File: src/rtl/be_store_pkg.sv
package be_store_pkg;

  localparam int unsigned LANES  = 4;
  localparam int unsigned LANE_W = 8;
  localparam int unsigned DATA_W = LANES * LANE_W;
  localparam int unsigned OFS_W  = $clog2(LANES);
  localparam int unsigned SPAN_W = OFS_W + 1;

  typedef enum logic [1:0] {
    SZ_BYTE = 2'b00,
    SZ_HALF = 2'b01,
    SZ_WORD = 2'b10,
    SZ_RSVD = 2'b11
  } acc_size_e;

  // Number of lanes an access covers; 0 marks a reserved code.
  function automatic logic [SPAN_W-1:0] span_of(acc_size_e sz);
    case (sz)
      SZ_BYTE: span_of = SPAN_W'(1);
      SZ_HALF: span_of = SPAN_W'(2);
      SZ_WORD: span_of = SPAN_W'(4);
      default: span_of = '0;
    endcase
  endfunction

  // Big-endian: lane index l holds byte address (lanes-1-l).
  function automatic logic covers(int unsigned lanes, int unsigned lane,
                                  logic [OFS_W-1:0] ofs, logic [SPAN_W-1:0] span);
    int unsigned addr;
    addr = lanes - 1 - lane;
    covers = (span != '0) && (addr >= int'(ofs)) && (addr < int'(ofs) + int'(span));
  endfunction

  // Operand byte (counted from the LSB) that lands in a covered lane.
  function automatic logic [OFS_W-1:0] src_byte(int unsigned lanes, int unsigned lane,
                                                logic [OFS_W-1:0] ofs, logic [SPAN_W-1:0] span);
    int addr;
    int k;
    addr = int'(lanes) - 1 - int'(lane);
    k    = int'(span) - 1 - (addr - int'(ofs));
    src_byte = OFS_W'(k);
  endfunction

endpackage

File: src/rtl/be_size_check.sv
module be_size_check
  import be_store_pkg::*;
#(
  parameter int unsigned OW = OFS_W,
  parameter int unsigned SW = SPAN_W
) (
  input  acc_size_e       size_i,
  input  logic [OW-1:0]   ofs_i,
  output logic [SW-1:0]   span_o,
  output logic            acc_ok_o,
  output logic            misalign_o,
  output logic            bad_size_o
);

  logic [SW-1:0] span;
  logic [SW-1:0] ofs_ext;
  logic          off_grid;

  always_comb begin
    span     = span_of(size_i);
    ofs_ext  = SW'(ofs_i);
    off_grid = (span != '0) && ((ofs_ext & (span - SW'(1))) != '0);
  end

  assign span_o     = span;
  assign bad_size_o = (span == '0);
  assign misalign_o = off_grid;
  assign acc_ok_o   = (span != '0) && !off_grid;

endmodule

File: src/rtl/be_lane_mask.sv
module be_lane_mask
  import be_store_pkg::*;
#(
  parameter int unsigned NL = LANES,
  parameter int unsigned OW = OFS_W,
  parameter int unsigned SW = SPAN_W
) (
  input  logic          acc_ok_i,
  input  logic [OW-1:0] ofs_i,
  input  logic [SW-1:0] span_i,
  output logic [NL-1:0] lane_en_o
);

  for (genvar l = 0; l < NL; l++) begin : g_lane
    assign lane_en_o[l] = acc_ok_i && covers(NL, l, ofs_i, span_i);
  end

endmodule

File: src/rtl/be_data_place.sv
module be_data_place
  import be_store_pkg::*;
#(
  parameter int unsigned NL = LANES,
  parameter int unsigned LW = LANE_W,
  parameter int unsigned OW = OFS_W,
  parameter int unsigned SW = SPAN_W,
  localparam int unsigned DW = NL * LW
) (
  input  logic [NL-1:0] lane_en_i,
  input  logic [OW-1:0] ofs_i,
  input  logic [SW-1:0] span_i,
  input  logic [DW-1:0] wdata_i,
  output logic [DW-1:0] data_o
);

  for (genvar l = 0; l < NL; l++) begin : g_lane
    logic [OW-1:0] sel;
    always_comb begin
      sel = src_byte(NL, l, ofs_i, span_i);
      data_o[l*LW +: LW] = lane_en_i[l] ? wdata_i[sel*LW +: LW] : '0;
    end
  end

endmodule

File: src/rtl/be_store_lane_enc.sv
module be_store_lane_enc
  import be_store_pkg::*;
(
  input  logic [1:0]        size_i,
  input  logic [OFS_W-1:0]  addr_lo_i,
  input  logic [DATA_W-1:0] wdata_i,
  output logic [LANES-1:0]  lane_en_o,
  output logic [DATA_W-1:0] bus_data_o,
  output logic              misalign_o,
  output logic              bad_size_o
);

  acc_size_e          size_e;
  logic [SPAN_W-1:0]  span_w;
  logic               acc_ok_w;
  logic               misalign_w;
  logic               bad_size_w;
  logic [LANES-1:0]   lane_en_w;
  logic [DATA_W-1:0]  placed_w;

  assign size_e = acc_size_e'(size_i);

  be_size_check #(.OW(OFS_W), .SW(SPAN_W)) u_check (
    .size_i     (size_e),
    .ofs_i      (addr_lo_i),
    .span_o     (span_w),
    .acc_ok_o   (acc_ok_w),
    .misalign_o (misalign_w),
    .bad_size_o (bad_size_w)
  );

  be_lane_mask #(.NL(LANES), .OW(OFS_W), .SW(SPAN_W)) u_mask (
    .acc_ok_i  (acc_ok_w),
    .ofs_i     (addr_lo_i),
    .span_i    (span_w),
    .lane_en_o (lane_en_w)
  );

  be_data_place #(.NL(LANES), .LW(LANE_W), .OW(OFS_W), .SW(SPAN_W)) u_place (
    .lane_en_i (lane_en_w),
    .ofs_i     (addr_lo_i),
    .span_i    (span_w),
    .wdata_i   (wdata_i),
    .data_o    (placed_w)
  );

  assign lane_en_o  = lane_en_w;
  assign bus_data_o = placed_w;
  assign misalign_o = misalign_w;
  assign bad_size_o = bad_size_w;

endmodule

File: config.mk
export PLATFORM = sky130hd
export DESIGN_NAME = be_store_lane_enc
export DESIGN_NICKNAME = d
export VERILOG_FILES = /design/src/rtl/be_store_pkg.sv /design/src/rtl/be_size_check.sv /design/src/rtl/be_lane_mask.sv /design/src/rtl/be_data_place.sv /design/src/rtl/be_store_lane_enc.sv
export SDC_FILE = /design/constraint.sdc
export NUM_CORES = 1
export LEC_CHECK = 0
export ABC_CLOCK_PERIOD_IN_PS = 2600
export BUFFER_PORTS_ARGS = -buffer_cell sky130_fd_sc_hd__buf_2
export CELL_PAD_IN_SITES_DETAIL_PLACEMENT = 0
export CELL_PAD_IN_SITES_GLOBAL_PLACEMENT = 1
export CORE_ASPECT_RATIO = 0.8
export CORE_MARGIN = 2
export CORE_UTILIZATION = 32
export DETAILED_ROUTE_END_ITERATION = 7
export PLACE_DENSITY_LB_ADDON = 0.08
export REMOVE_ABC_BUFFERS = 1
export SLEW_MARGIN = 10
export SYNTH_ARGS = -nofsm -noshare
export SYNTH_HDL_FRONTEND = slang
export SYNTH_SLANG_ARGS = --single-unit
File: constraint.sdc
create_clock -name vclk -period 2.6
set_input_delay 0.52 -clock vclk [all_inputs]
set_output_delay 0.52 -clock vclk [all_outputs]
set_load 0.1 [all_outputs]
* Yosys cells after proc, flatten, opt, wreduce, memory -nomap -nowiden
Cells that the tools add are included.
** Storage, ports and cells
- Logic and storage cells :: 48
- Flip-flop bits (word level) :: 0
- Bits of input ports :: 36
- Output and inout bits :: 38
** Operators by class
- Bitwise gates (word level) :: 1
- Equality and inequality tests :: 2
- Add/subtract/negate cells :: 11
- Multiplexer cells :: 5
- Reductions and logical operators :: 18
- Shift operators :: 4
- $lt $le $gt $ge :: 7
** Operator list (count)
- $shiftx A32 B6 Y8 :: 4
- $lt A1 B32 Y1 const A :: 2
- $lt A2 B32 Y1 const A :: 2
- $mux W8 :: 4
- $logic_and A1 B1 Y1 :: 13
- $pmux W3 S3 :: 1
- $sub A2 B2 Y2 :: 4
- $reduce_bool A3 Y1 :: 2
- $add A2 B3 Y4 :: 1
- $ge A1 B2 Y1 const A :: 2
- $sub A1 B2 Y2 const A :: 2
- $sub A2 B2 Y2 const A :: 2
- $and A2 B3 Y3 :: 1
- $logic_not A3 Y1 :: 1
- $sub A3 B1 Y3 const B :: 1
- $eq A2 B1 Y1 const B :: 1
- $eq A2 B2 Y1 const B :: 1
- $ge A2 B2 Y1 const A :: 1
- $logic_not A2 Y1 :: 1
- $sub A2 B1 Y2 const B :: 1
- $logic_not A1 Y1 :: 1

* Logic depth before layout (Yosys ltp)
- Word-level depth :: 10
- Gate-level depth with buffers :: 8
- Gate-level depth less buffers :: 7

* Cells and area by module
From an unflattened synthesis, not the netlist that was laid out.
** Unflattened totals
- Cells, all modules :: 175
- Area total of the unflattened synthesis :: 1342.5 um^2
** Modules (own cells, without submodules)
- be_data_place :: times used 1, area an instance 1154.9 um^2, cells an instance 152, seq. area each 0.0 um^2
- be_lane_mask :: times used 1, area an instance 118.9 um^2, cells an instance 14, seq. area each 0.0 um^2
- be_size_check :: times used 1, area an instance 68.8 um^2, cells an instance 9, seq. area each 0.0 um^2

* Least setup slack after synthesis
No wires, ideal clock.
- Path kind :: input to output
- From :: in size_i[0]
- To :: out bus_data_o[0]
- Required time :: 2080 ps
- Arrival :: 3898 ps
- Stages :: 6
- Path slack :: -1818 ps
- Buffers on the path :: 0
- Path through :: nor2_1 > ha_1 > fa_1 > a31oi_4 > o21bai_2 > a211oi_1
** Between the ends
- Word-level cells in the longest chain between the ends :: 10
- Elaborated cells between the ends (all ways) :: 19
- Classes of those cells :: 4 x add/sub; 1 x order compare; 2 x eq/ne; 1 x shift; 2 x mux; 1 x bitwise; 8 x reduce/logical
** RTL lines
- start, declared :: RTL line be_store_lane_enc.sv:4 : input logic [1:0] size_i,
- $eq A2 B2 Y1 (tied with other cells) :: RTL line be_store_pkg.sv:18 : case (sz)
- $pmux W3 S3 * :: RTL line be_store_pkg.sv:18
- parallel branches: the longest is 7 deep, another holds $lt A2 B32 Y1
- $mux W8 * :: RTL line be_data_place.sv:21 : data_o[l*LW +: LW] = lane_en_i[l] ? wdata_i[sel*LW +: LW] : '0;
- end, declared :: RTL line be_store_lane_enc.sv:8 : output logic [DATA_W-1:0] bus_data_o,
Mark *: on every way between the ends.

* Worst setup path after layout
- From :: in size_i[0]
- To :: out bus_data_o[6]
Same word-level chain as after synthesis.

==> summary by stage <==
Yosys
Sorting the synthesized cells by how often they occur yields sky130_fd_sc_hd__nor2_1 (28), sky130_fd_sc_hd__nor2b_1 (18), sky130_fd_sc_hd__mux4_2 (16). The area share of the largest cell type after synthesis is 30.1%. The count of yosys warnings during synthesis is 0. Summing the sequential cell areas from Yosys gives 0% of the chip area. After synthesis, the cell types taking the most area are sky130_fd_sc_hd__mux4_2 (30%), sky130_fd_sc_hd__nor2b_1 (9.4%), sky130_fd_sc_hd__nor2_1 (8.8%).

sky130_fd_sc_hd__nor2_1 is the most common cell in the netlist. The cell taking the most area after synthesis is sky130_fd_sc_hd__mux4_2. After synthesis the cells add up to 1200 um2. Dividing the synthesized area by the synthesized cell count gives a little over 9 um2.

Counting distinct cell types in the post-synthesis netlist gives 25. The cell count after synthesis came out at 131.

Route
The length of the first detailed-routing pass in iterations is 4. Wires add up to 6.27 mm. For this block, the via count after detailed routing is 1651. Dividing the detail-routed via count by the number of cells gives a little under 6. In the final routed layout, each cell accounts on average for 22.1 um. The number of DRC markers in iteration 0 is 71. After detailed routing, the number of remaining DRC violations is 0.

Once detail routing completed, the nets flagged for antenna violations numbered 0.

Placed design
After detailed placement, the design holds a cell count of 266. At the end of routability-driven placement, the weighted congestion stood at 0.822. The wire-length estimate of the detail-placed layout is 3.04 mm. The count of input and output buffers is 74.

Finish
The design has 0 sequential cells. The final net count is 286. The area taken by multi-input logic gates is 1560 um2. The share of final-layout standard cells stronger than drive strength 1 is 92.1%. After the flow finishes, the layout carries non-filler instances totaling 284. The sequential cell area in the final layout is 0 um2. The clock buffer instance count of the final layout is 0.

The number of filler instances in the final layout is 127. Compared with the post-synthesis result, the final layout area differs by 165%. The count of inserted antenna diode cells is 0.

Global route
The first global-routing pass estimated 8.30 mm of wire. The number of global-route vias before repair is 1697. Entering global routing, the biggest net connects 17 pins. The remaining global-route overflow is 0.

The initial antenna violation count is 0. Global routing used roughly 25% of the available tracks across all layers.

Run status
The flow ran to the end, but the final reports show violations. The checks that failed: setup timing.

Worst setup path
The largest single stage delay on the critical path is 0.41 ns. Traced cell by cell, the critical path runs through buf_8, nor2_4, ha_4, fa_2, a31oi_4, buf_6, o21bai_4, buf_12, a211oi_2, buf_4, buf_12. In this run the worst setup path begins at size_i[0]. The worst setup path is captured at an output port. Data on the critical path is required at its endpoint by about 2.1 ns. The worst endpoint data arrival time is 2.34 ns.

The type of the setup path with the least slack is in -> out. The slowest stage of the critical path is the sky130_fd_sc_hd__fa_2 cell. The worst setup path is launched from a primary input. Of all nets on the critical path, the largest fanout is 5. By instance count, the cell type seen most on the critical path is sky130_fd_sc_hd__buf_12.

Power and ir drop
The reported net switching power is approximately 570 uW. The share of total power dissipated in the clock network is 0%. The relative contribution of combinational cells to total power is 100.0%. For this design the static power due to leakage is 0.00130 uW.

For this design the ratio of total power to cell area is roughly 340 nW/um2. The internal power of the cells is around 500 uW. The part of the power in registers is 0%. Net switching is 53.5% of the power. VDD sags by at most roughly 0.24 mV.

Clock tree
In this run, post-CTS hold repair placed 0 buffers.

Floorplanning
The core region is between 3000 and 4000 um2. The starting utilization of the core area is about a third. The horizontal extent of the die is roughly 72 um.

From bottom edge to top edge, the die measures roughly 60 um. In this run the count of I/O pins placed on the die edge is 74. The die covers 4250 um2. The number of rows in the core area is 19.

STA
Once routing completed, OpenROAD measured the worst setup slack at -0.262 ns. Setup repair after global routing could not meet its margin everywhere. The worst hold slack is 1.69 ns. The slew at the pin with the worst max-slew slack is 0.488 ns. The portion of the clock cycle consumed by the worst path in the final layout is 110%. Counting I/O delays and the setup requirement, the final critical path takes roughly 2.9 ns.

Headroom to the max-slew limit came out at 67.7%. Setup violations remaining at the end of the flow were counted as 35. The max-slew violation total from the final report is 0. Timing would allow up to 0.349 GHz. The final count of hold timing violations was 0.

Flow run
Max-cap violations in this run came to 0.

Hold path
The worst min-delay path category is in -> out. The hold path startpoint is wdata_i[22].
## per-stage QoR
| step | setup slack (ns) | total power, uW | area (um2) | utilization [%] | TNS [ns] |
|---|---|---|---|---|---|
| floorplan | -2.41 | 491 | 1130 | - | -56.11 |
| global placement | -0.320 | 754 | 2300 | 65.4 | -9.92 |
| detailed placement | -0.364 | 765 | 2300 | 65.4 | -11.05 |
| CTS | -0.159 | 970 | 2970 | 84.3 | -4.13 |
| global route | -0.279 | 1100 | 3170 | 90.2 | -8.41 |
| finish | -0.262 | 1060 | 3170 | 90.2 | -6.81 |
## worst max-delay path: cells and delay by family
kind | cells | cell delay [ns]
AO/OA/AOI/OAI | 3 | 0.50
adder cells (fa/ha/maj) | 2 | 0.57
buffers and inverters | 5 | 0.70
AND/OR/NAND/NOR | 1 | 0.05
## placed cells by master, fill, tap and decap left out, types with 2 or more instances in the layout
cell type and n:
sky130_fd_sc_hd__nor2b_2 4, sky130_fd_sc_hd__nor2_2 7, sky130_fd_sc_hd__buf_6 18, sky130_fd_sc_hd__mux2i_4 4
sky130_fd_sc_hd__mux2i_2 3, sky130_fd_sc_hd__mux4_2 16, sky130_fd_sc_hd__ha_4 4, sky130_fd_sc_hd__buf_4 18
sky130_fd_sc_hd__a211oi_2 6, sky130_fd_sc_hd__a21oi_2 7, sky130_fd_sc_hd__mux2_2 7, sky130_fd_sc_hd__bufbuf_16 3
sky130_fd_sc_hd__nor2b_4 13, sky130_fd_sc_hd__buf_8 2, sky130_fd_sc_hd__inv_2 4, sky130_fd_sc_hd__o31ai_4 3
sky130_fd_sc_hd__a211oi_4 2, sky130_fd_sc_hd__inv_1 2, sky130_fd_sc_hd__nor2_1 11, sky130_fd_sc_hd__buf_2 35
sky130_fd_sc_hd__nor2_4 10, sky130_fd_sc_hd__a21oi_1 2, sky130_fd_sc_hd__buf_12 42
## cells by family after synthesis
| group | after synthesis | share of synthesized area (%) |
|---|---|---|
| adders and majority gates | 6 | 6.90 |
| buffers and inverters | 16 | 7.52 |
| muxes | 32 | 44.3 |
| AOI/OAI and AO/OA | 23 | 17.6 |
| and+or+nand+nor | 52 | 21.6 |
| xor gates and xnor gates | 2 | 2.09 |
## final timing paths
| check | depth (start not counted) | to |
|---|---|---|
| worst max-delay path | 11 | bus_data_o[6] |
| worst min-delay path | 5 | bus_data_o[22] |
## power by group through the flow
stage	Sequential, uW	Combinational [uW]	Clock (uW)
2_1_floorplan	0	491	0
3_3_place_gp	0	754	0
3_5_place_dp	0	765	0
4_1_cts	0	970	0
5_1_grt	0	1100	0
6_report	0	1060	0
## final cells by class
type | instances | share of cell area, %
multi-input cells | 115 | 49.1
repair buffers | 120 | 48.3
well taps | 42 | 1.66
inverters | 7 | 0.907
## layer usage
layer  track usage (%)  up-vias  routed length, um
met1              29.3      821               2300
met4              6.61        0                168
met2              47.8      109               3340
met5                 0        -                  0
met3              3.42       14                464
li1                  -      707                  -
## repair_timing
action	CTS	global route
buffers inserted	9	6
pin swaps	17	18
gates resized for setup	118	39
setup endpoints to repair	36	36
gates cloned	5	1
Note: power is estimated with default switching activity, not from simulation.
